## src/rtl/sclk_pkg.sv

```systemverilog
package sclk_pkg;

    typedef enum logic [1:0] {
        CKM_ASYNC_X16  = 2'd0,
        CKM_ASYNC_X8   = 2'd1,
        CKM_SYNC_DRIVE = 2'd2,
        CKM_SYNC_FOLLOW = 2'd3
    } ckmode_e;

endpackage

```

## src/rtl/sclk_prescaler.sv

```systemverilog
module sclk_prescaler #(
    parameter int DIV_W = 16
) (
    input  logic             clk,
    input  logic             rst_n,
    input  logic             restart,
    input  logic [DIV_W-1:0] div_val,
    output logic             tick
);

    typedef struct packed {
        logic [DIV_W-1:0] cnt;
    } pre_t;

    pre_t st_d, st_q;

    always_comb begin
        st_d = st_q;
        if (restart || st_q.cnt == '0) begin
            st_d.cnt = div_val;
        end else begin
            st_d.cnt = st_q.cnt - 1'b1;
        end
    end

    always_ff @(posedge clk or negedge rst_n) begin
        if (!rst_n) begin
            st_q <= '0;
        end else begin
            st_q <= st_d;
        end
    end

    assign tick = (st_q.cnt == '0);

endmodule

```

## src/rtl/sclk_edge_sync.sv

```systemverilog
module sclk_edge_sync (
    input  logic clk,
    input  logic rst_n,
    input  logic ext_in,
    output logic any_edge,
    output logic fall_edge
);

    typedef struct packed {
        logic s1;
        logic s2;
        logic prev;
    } sync_t;

    sync_t st_d, st_q;

    always_comb begin
        st_d      = st_q;
        st_d.s1   = ext_in;
        st_d.s2   = st_q.s1;
        st_d.prev = st_q.s2;
    end

    always_ff @(posedge clk or negedge rst_n) begin
        if (!rst_n) begin
            st_q <= '0;
        end else begin
            st_q <= st_d;
        end
    end

    assign any_edge  = st_q.s2 ^ st_q.prev;
    assign fall_edge = st_q.prev & ~st_q.s2;

endmodule

```

## src/rtl/sclk_rate_div.sv

```systemverilog
module sclk_rate_div
    import sclk_pkg::*;
#(
    parameter int OVS_NORMAL = 16,
    parameter int OVS_DOUBLE = 8
) (
    input  logic    clk,
    input  logic    rst_n,
    input  ckmode_e mode,
    input  logic    restart,
    input  logic    tick_in,
    input  logic    ext_fall,
    output logic    bit_tick,
    output logic    xck
);

    localparam int PH_W = $clog2(OVS_NORMAL);

    typedef struct packed {
        logic [PH_W-1:0] phase;
        logic            xck;
    } rdiv_t;

    rdiv_t st_d, st_q;
    logic [PH_W-1:0] last_ph;
    logic            is_async;

    always_comb begin
        last_ph  = (mode == CKM_ASYNC_X8) ? PH_W'(OVS_DOUBLE - 1) : PH_W'(OVS_NORMAL - 1);
        is_async = (mode == CKM_ASYNC_X16) || (mode == CKM_ASYNC_X8);
        st_d     = st_q;

        if (restart) begin
            st_d.phase = '0;
        end else if (is_async && tick_in) begin
            st_d.phase = (st_q.phase >= last_ph) ? '0 : st_q.phase + 1'b1;
        end

        if (mode != CKM_SYNC_DRIVE || restart) begin
            st_d.xck = 1'b0;
        end else if (tick_in) begin
            st_d.xck = ~st_q.xck;
        end

        unique case (mode)
            CKM_ASYNC_X16,
            CKM_ASYNC_X8:    bit_tick = tick_in && (st_q.phase >= last_ph);
            CKM_SYNC_DRIVE:  bit_tick = tick_in && st_q.xck;
            CKM_SYNC_FOLLOW: bit_tick = ext_fall;
            default:         bit_tick = 1'b0;
        endcase
    end

    always_ff @(posedge clk or negedge rst_n) begin
        if (!rst_n) begin
            st_q <= '0;
        end else begin
            st_q <= st_d;
        end
    end

    assign xck = st_q.xck;

endmodule

```

## src/rtl/sclk_gen.sv

```systemverilog
module sclk_gen
    import sclk_pkg::*;
#(
    parameter int          BYTE_W     = 8,
    parameter int          OVS_NORMAL = 16,
    parameter int          OVS_DOUBLE = 8,
    parameter logic [15:0] RESET_DIV  = 16'd0
) (
    input  logic        clk,
    input  logic        rst_n,
    input  logic        div_hi_we,
    input  logic        div_lo_we,
    input  logic [7:0]  div_wdata,
    input  logic [1:0]  clk_mode,
    input  logic        xck_in,
    output logic        sample_tick,
    output logic        bit_tick,
    output logic        xck_out,
    output logic        xck_oe
);

    localparam int DIV_W = 2 * BYTE_W;

    typedef struct packed {
        logic [BYTE_W-1:0] hi_stage;
        logic [DIV_W-1:0]  div;
    } regs_t;

    regs_t             regs_d, regs_q;
    ckmode_e           mode;
    logic [DIV_W-1:0]  div_cur;
    logic              int_tick;
    logic              ext_any;
    logic              ext_fall;

    assign mode    = ckmode_e'(clk_mode);
    assign div_cur = regs_q.div;

    always_comb begin
        regs_d = regs_q;
        if (div_hi_we) begin
            regs_d.hi_stage = div_wdata[BYTE_W-1:0];
        end
        if (div_lo_we) begin
            regs_d.div = {regs_q.hi_stage, div_wdata[BYTE_W-1:0]};
        end
    end

    always_ff @(posedge clk or negedge rst_n) begin
        if (!rst_n) begin
            regs_q.hi_stage <= RESET_DIV[DIV_W-1:BYTE_W];
            regs_q.div      <= RESET_DIV[DIV_W-1:0];
        end else begin
            regs_q <= regs_d;
        end
    end

    sclk_prescaler #(
        .DIV_W (DIV_W)
    ) u_pre (
        .clk     (clk),
        .rst_n   (rst_n),
        .restart (div_lo_we),
        .div_val (regs_d.div),
        .tick    (int_tick)
    );

    sclk_edge_sync u_sync (
        .clk       (clk),
        .rst_n     (rst_n),
        .ext_in    (xck_in),
        .any_edge  (ext_any),
        .fall_edge (ext_fall)
    );

    assign sample_tick = (mode == CKM_SYNC_FOLLOW) ? ext_any : int_tick;

    sclk_rate_div #(
        .OVS_NORMAL (OVS_NORMAL),
        .OVS_DOUBLE (OVS_DOUBLE)
    ) u_rdiv (
        .clk      (clk),
        .rst_n    (rst_n),
        .mode     (mode),
        .restart  (div_lo_we),
        .tick_in  (sample_tick),
        .ext_fall (ext_fall),
        .bit_tick (bit_tick),
        .xck      (xck_out)
    );

    assign xck_oe = (mode == CKM_SYNC_DRIVE);

endmodule

```

## config.mk

```make
export PLATFORM = sky130hd
export DESIGN_NAME = sclk_gen
export DESIGN_NICKNAME = d
export VERILOG_FILES = /design/src/rtl/sclk_pkg.sv /design/src/rtl/sclk_prescaler.sv /design/src/rtl/sclk_edge_sync.sv /design/src/rtl/sclk_rate_div.sv /design/src/rtl/sclk_gen.sv
export SDC_FILE = /design/constraint.sdc
export NUM_CORES = 1
export LEC_CHECK = 0
export CELL_PAD_IN_SITES_DETAIL_PLACEMENT = 0
export CELL_PAD_IN_SITES_GLOBAL_PLACEMENT = 1
export CORE_MARGIN = 2
export CORE_UTILIZATION = 40
export DETAILED_ROUTE_END_ITERATION = 12
export DONT_BUFFER_PORTS = 1
export GPL_ROUTABILITY_DRIVEN = 0
export PLACE_DENSITY = 0.68
export SLEW_MARGIN = 20
export SYNTH_ARGS = -nofsm -noshare
export SYNTH_HDL_FRONTEND = slang
export SYNTH_SLANG_ARGS = --single-unit
export TNS_END_PERCENT = 5
```

## constraint.sdc

```tcl
create_clock -name clk -period 7.6 [get_ports clk]
set_clock_uncertainty 0.1 [all_clocks]
set_input_delay 0.76 -clock clk [delete_from_list [all_inputs] [get_ports clk]]
set_output_delay 0.76 -clock clk [all_outputs]
set_load 0.02 [all_outputs]
```

Word level (Yosys, flattened, before mapping):

Cells that the tools add are included.

* add/sub/neg operators: 2
* order comparisons: 1
* reduce and logical (&&, ||, !) cells: 11
* equality and inequality tests: 4
* multiplexer cells: 10
* bitwise gates (word level): 4

Operators by type and width (count)
* $mux 16: 2
* $logic_not 16->1: 1
* $mux 4: 4
* $sub 16x1->16 const B: 1
* $add 4x1->4 const B: 1
* $eq 2x2->1 const B: 2
* $ge 4x4->1: 1
* $reduce_bool 2->1: 2
* $logic_and 1x1->1: 3
* $logic_or 1x1->1: 3
* $mux 1: 3
* $pmux 1 s3: 1
* $eq 2x1->1 const B: 1
* $logic_not 2->1: 1
* $ne 2x2->1 const B: 1
* $not 1->1: 2
* $reduce_or 2->1: 1
* $and 1x1->1: 1
* $xor 1x1->1: 1

* logic and storage cells: 40
* output and inout port bits: 4
* input port bits: 15
* register bits after elaboration: 48

Logic depth before layout (Yosys ltp):

Gate-level depths: netlist (run 1).

* depth after elaboration: 6
* mapped depth: 8
* mapped depth without buffers: 7

Modules after synthesis:

From an unflattened synthesis (run 1), not the netlist that was laid out.

* cell total of the unflattened synthesis: 185
* area, all modules: 2296.0 µm²

Modules (own cells, without submodules)
* sclk_gen: area each 965.9 µm², instances 1, sequential area each 600.6 µm², cells each 54
* sclk_prescaler: area each 919.6 µm², instances 1, sequential area each 400.4 µm², cells each 92
* sclk_rate_div: area each 315.3 µm², instances 1, sequential area each 125.1 µm², cells each 33
* sclk_edge_sync: area each 95.1 µm², instances 1, sequential area each 75.1 µm², cells each 6

Worst setup path before layout (run 1):

Ideal clock, no wire load.

* path kind: reg2out
* from: reg u_pre.st_q[0] (netlist bit)
* to: out bit_tick
* cell stages (with the launch flop): 8
* data arrival time: 2.395 ns
* path buffers: 0
* data required time: 6.740 ns
* setup slack: 4.345 ns
* cell sequence: dfrtp_1 -> inv_1 -> ha_1 -> or3b_2 -> or2_2 -> or3_2 -> o311ai_0 -> o21a_1

* word-level cells in the longest chain between the ends: 4
* elaborated cells between the ends (all ways): 5
* those cells by class: mux: 2; reduce/logical: 3

RTL lines
* start: declaration: line sclk_prescaler.sv:15 `pre_t st_d, st_q;`
* start signal: assignment: line sclk_prescaler.sv:30 `st_q <= st_d;`
* $logic_not 16->1 (*): line sclk_prescaler.sv:34 `assign tick = (st_q.cnt == '0);`
* $mux 1 (*): line sclk_gen.sv:76 `assign sample_tick = (mode == CKM_SYNC_FOLLOW) ? ext_any : int_tick;`
* $logic_and 1x1->1, on equally long branches: line sclk_rate_div.sv:48, sclk_rate_div.sv:47
* $pmux 1 s3 (*): line sclk_rate_div.sv:45 `unique case (mode)`
* end: declaration: line sclk_gen.sv:17 `output logic bit_tick,`

Every way passes the cells marked *; elsewhere a longest branch is shown, timed or not.

Worst setup path after layout (run 1):

Same ends and word-level chain as after synthesis.

==> results.cfg, run 1 <==
[worst_setup_path]
start_kind = register
crit_path_max_fanout = 5
critical_path.cell_chain = inv_1, ha_1, or3b_2, or2_2, or3_2, o311ai_0, o21a_1
max_stage_delay_ns = 0.50
path_class = reg2out
worstPathArrival_ns = 2.88
worstPathRequired_ns = 6.74
worstSetupEndpointType = output port
cp_top_family = simple AND/OR/NAND/NOR gates
slowest_stage = or3b_2
critPathBufInv = 1

[route]
routed_wl_um = 3833
drc = 0
viasPerCell = 5.432
ant_nets = 0
vias = 1358
drt_iter0_drc = 69
drt_first_pass_iters = 4
routedWlPerCell_um = 15.33

[cts]
htreeDepth = 2
clk_pin_slew_ns = 0.09
hold_buffers = 0
cts_tree = built
post_cts_resized = 0
cts-root-buf = clkbuf_8
clk_path_buf_depth = 2
cts_buffers = 5
cts.sinks = 48
cts_setup_buffers = 0
worst_skew_pair.late_latency_ns = 0.29

[global_route]
grt_usage_pct = 14.09
grt_max_degree = 49
grt_pass1_wl_um = 6713
antenna_found_initial = 0
grt_overflow_total = 0
grt_pass1_vias = 1470

[timing]
setup_violations = 0
fin_tns_setup_ns = 0
fin_crit_sh_pct = 49.26
hold_viol = 0
min_period_ns = 3.743
drv_slew = 0
rsz0062_at_grt = false
tightest_slew_ns = 0.5811
fmax_mhz = 267.1
slew_headroom_pct = 61.26

[synthesis]
avgSynthCellArea_um2 = 11.92
syn-instance-count = 181
syn_nets = 200
synth_area_um2 = 2158
synth_edf_count = 0
synth_top_flop_cell = dfrtp_1
yosys_warnings = 0
synth-seq-cells = 48
synth_top_area_share_pct = 55.65
async_flop_share_pct = 100.0
ys_types = 38
ys_top_cells_by_area = dfrtp_1 56%, mux2_2 14%, a21oi_1 3.5%
synth.largest_area_cell = dfrtp_1
yosysSeqAreaShare_pct = 55.65

[floorplan]
row_count = 26
dieArea_um2 = 5999
die_h_um = 77.46
dieWidth_um = 77.46
start_util_pct = 41.73
io_pins = 19
core_area_um2 = 5172

[place]
dp_hpwl_um = 2719
port_buffers = 0

[final_layout]
final_net_count = 199
n_antenna_cell = 0
drive_above_1_share_pct = 23.89
utilization_pct = 44.19
fill_cells = 488
syn_to_final_growth_pct = 5.913

[power_and_ir_drop]
p_leak_nw = 0.9112
power_density_nw_per_um2 = 218.4
ir_drop_v = 0.0001258

[job]
max_cap_violations = 0

[outcome]
status = finished clean

[worst_hold_path]
hold_class = in2async
## Yosys cell counts, types with 2 or more instances
library cell and n:
a21oi_1 15, a31oi_1 4, clkbuf_1 5, dfrtp_1 48, ha_1 4, inv_1 5, mux2_2 26, nand2_1 6
nor2_1 19, nor2b_1 2, o21ai_0 3, or2_2 3, or3_1 2, or3_2 2, or4_1 4, xnor2_1 7
xor2_1 5
## cell families after synthesis
| logic type | synth area share (%) |
|---|---|
| multiplexers | 14.03 |
| adder cells (fa/ha/maj) | 2.319 |
| XOR/XNOR | 4.870 |
| buffers and inverters | 2.782 |
| AND/OR/NAND/NOR | 12.64 |
| flip-flops | 55.65 |
| AO/OA/AOI/OAI | 7.710 |
## registers in the layout (all words and copies together) (netlist names)
name / count
div_cur: 16
regs_q: 8
u_pre.st_q: 16
u_rdiv.st_q: 4
u_rdiv.xck: 1
u_sync.st_d: 2
u_sync.st_q: 1
## final cells by class
cell class / instances / area (µm²) / share of cell area (%)
Inverter: 5 / 18.77 / 0.8210
Tap cell: 70 / 87.58 / 3.831
Clock buffer: 5 / 68.82 / 3.010
Clock inverter: 2 / 12.51 / 0.5473
Sequential cell: 48 / 1201 / 52.55
Multi-Input combinational cell: 120 / 897.1 / 39.24
## final timing paths
path | to | start | slack [ns] | depth (start not counted)
min | u_rdiv.st_q[2] | rst_n | 0.05 | 0
min in group clk | u_sync.st_d[0] | u_sync.st_d[1] | 0.26 | 0
max in group asynchronous | u_pre.st_q[4] | rst_n | 7.25 | 0
max | bit_tick | u_pre.st_q[0] | 3.86 | 7
max reg2reg | u_rdiv.st_q[3] | u_pre.st_q[0] | 4.73 | 7
min reg2reg | u_sync.st_d[0] | u_sync.st_d[1] | 0.26 | 0
## stage by stage
stage	power, mW	cell area [µm²]	std cells	setup WS (ns)	hold WS [ns]
2_1_floorplan	0.3516	2158	181	4.345	0.2312
3_3_place_gp	0.3589	2205	243	4.255	0.2381
3_5_place_dp	0.3631	2205	243	4.180	0.2405
4_1_cts	0.5068	2286	250	3.853	0.04030
5_1_grt	0.5272	2286	250	3.712	0.03156
6_report	0.4993	2286	250	3.857	0.04995
## layer usage
metal | track usage [%] | up-vias | routed length, µm | share of wire (%)
met5 | 0 | - | 0 | 0
met4 | 4.821 | 0 | 39 | 1.0
met3 | 3.837 | 4 | 140 | 3.7
met2 | 25.04 | 18 | 1979 | 52
met1 | 16.33 | 706 | 1672 | 44
li1 | - | 630 | - | -
## worst reg2reg max path, stage by stage, from the launching register on
cell     delay, ns
dfrtp_1       0.41
inv_1         0.07
ha_1          0.17
or3b_2        0.50
or2_2         0.35
or4_1         0.53
or4b_1        0.52
a21oi_1       0.15
## layout by cell type (no fill, tap or decap), types with 2 or more instances in the layout
cell type	n
nand2_1	6
xor2_1	5
or4_1	4
nor2b_1	2
or3_2	2
or2_2	3
o21ai_0	3
mux2_2	26
or3_1	2
inv_1	5
a21oi_1	15
nor2_1	19
dfrtp_1	48
xnor2_1	7
clkbuf_8	5
a31oi_1	4
ha_1	4
## power breakdown
part           total, mW  internal, mW  switching (mW)
clock network      0.142        0.0624          0.0800
logic             0.0539        0.0303          0.0236
registers          0.303         0.284          0.0189
total              0.499         0.377           0.122
No activity file was read; power rests on OpenSTA's default activity.
==> run 2: changes to the inputs <==
- clock period: 7.6 -> 3.6 ns (I/O delays scaled with it)
==> results.cfg, run 2 (synthesis gave the netlist of run 1 again) <==
[outcome]
status = finished clean

[worst_setup_path]
crit_path_max_fanout = 5
r2r_slack_ns = 0.73
worstSetupEndpointType = output port
max_stage_delay_ns = 0.50
r2r_end = u_rdiv.st_q[3]
rr_worst_depth = 7
r2r-start = u_pre.st_q[0]
worstPathArrival_ns = 2.87
worstPathRequired_ns = 3.14
path_class = reg2out
critical_path.cell_chain = inv_1, ha_1, or3b_2, or2_2, or3_2, o311ai_0, o21a_1
slowest_stage = or3b_2
start_kind = register

[timing]
setup_violations = 0
slew_headroom_pct = 62.00
fmax_mhz = 300.1
drv_slew = 0
hold_viol = 0
tightest_slew_ns = 0.5700
fin_tns_setup_ns = 0
rsz0062_at_grt = false
fin_crit_sh_pct = 92.55
min_period_ns = 3.332

[route]
routedWlPerCell_um = 14.80
viasPerCell = 5.247
vias = 1338
drt_iter0_drc = 59
routed_wl_um = 3773
drt_first_pass_iters = 4
ant_nets = 0
drc = 0

[power_and_ir_drop]
power_density_nw_per_um2 = 493.7
p_leak_nw = 0.9609
p_total_mw = 1.179
ir_drop_v = 0.0003078

[final_layout]
final_cell_mix = 48 x dfrtp_1, 26 x mux2_2, 19 x nor2_1, 15 x a21oi_1
regArea_um2 = 1201
fill_cells = 477
drive_above_1_share_pct = 24.32
mostFrequentLayoutCell = dfrtp_1
syn_to_final_growth_pct = 10.67
final_net_count = 203
n_antenna_cell = 0
multi_input_area_um2 = 897.1
finalNonFillerCells = 255

[worst_hold_path]
hold_start = div_lo_we
hold_class = in2reg
worstHoldEndpoint = u_rdiv.st_q[3]
whs_path_depth = 1

[floorplan]
row_count = 26
die_h_um = 77.46
dieWidth_um = 77.46
start_util_pct = 41.73
io_pins = 19
core_area_um2 = 5172
dieArea_um2 = 5999

[global_route]
grt_max_degree = 49
antenna_found_initial = 0
grt_pass1_wl_um = 6423
grt_overflow_total = 0
grt_usage_pct = 13.52
grt_pass1_vias = 1393

[cts]
post_cts_resized = 0
htreeDepth = 2
cts_buffers = 5
clk_pin_slew_ns = 0.09
worst_skew_pair.late_latency_ns = 0.29
cts_setup_buffers = 0
cts-root-buf = clkbuf_8
cts_tree = built
cts.sinks = 48
clk_path_buf_depth = 2
hold_buffers = 3

[place]
dp_cells = 243
dp_hpwl_um = 2640
port_buffers = 0

[job]
max_cap_violations = 0
-- run 2: how the worst max path moves through the flow --
| stage | end | depth (start not counted) | slack [ns] | startpoint |
|---|---|---|---|---|
| after floorplan | bit_tick | 7 | 0.74 | u_pre.st_q[0] |
| final | bit_tick | 7 | 0.27 | u_pre.st_q[0] |
| after CTS | bit_tick | 7 | 0.26 | u_pre.st_q[0] |
| after global placement | bit_tick | 7 | 0.66 | u_pre.st_q[0] |
| after global routing | bit_tick | 7 | 0.17 | u_pre.st_q[0] |
| after detailed placement | bit_tick | 7 | 0.59 | u_pre.st_q[0] |
-- run 2: layout make-up --
| cell class | count | share of cell area (%) |
|---|---|---|
| timing repair buffer | 4 | 2.410 |
| sequential | 48 | 50.29 |
| tap | 70 | 3.667 |
| clock buffer | 7 | 4.034 |
| clock inverter | 1 | 1.257 |
| multi-input combinational | 120 | 37.56 |
| inverter | 5 | 0.7858 |
-- run 2: layer usage --
metal	vias to the layer above	wire length, µm	track usage (%)
li1	639	-	-
met2	17	1998	23.65
met4	0	41	4.286
met5	-	0	0
met3	5	135	3.721
met1	677	1597	16.11
-- run 2: through the flow --
step / cell area, µm² / hold WS (ns) / util (%) / setup WS (ns)
2_1_floorplan: 2158 / -0.03559 / - / 0.7447
3_3_place_gp: 2205 / -0.03449 / 42.62 / 0.6553
3_5_place_dp: 2205 / -0.03447 / 42.62 / 0.5944
4_1_cts: 2379 / 0.009523 / 45.98 / 0.2557
5_1_grt: 2389 / 0.003079 / 46.18 / 0.1687
6_report: 2389 / 0.02085 / 46.18 / 0.2681
-- run 2: power by group --
part           internal, mW  leakage, nW  switching [mW]
clock network         0.245       0.0645           0.166
registers             0.600        0.566          0.0398
logic                0.0691        0.330          0.0597
-- run 2: worst max-delay path: cells and delay by family, from the launching register on --
kind,cells,cell delay (ns)
adders and majority gates,1,0.18
DFF,1,0.41
buffers and inverters,1,0.07
and+or+nand+nor,3,1.31
AOI/OAI and AO/OA,2,0.61
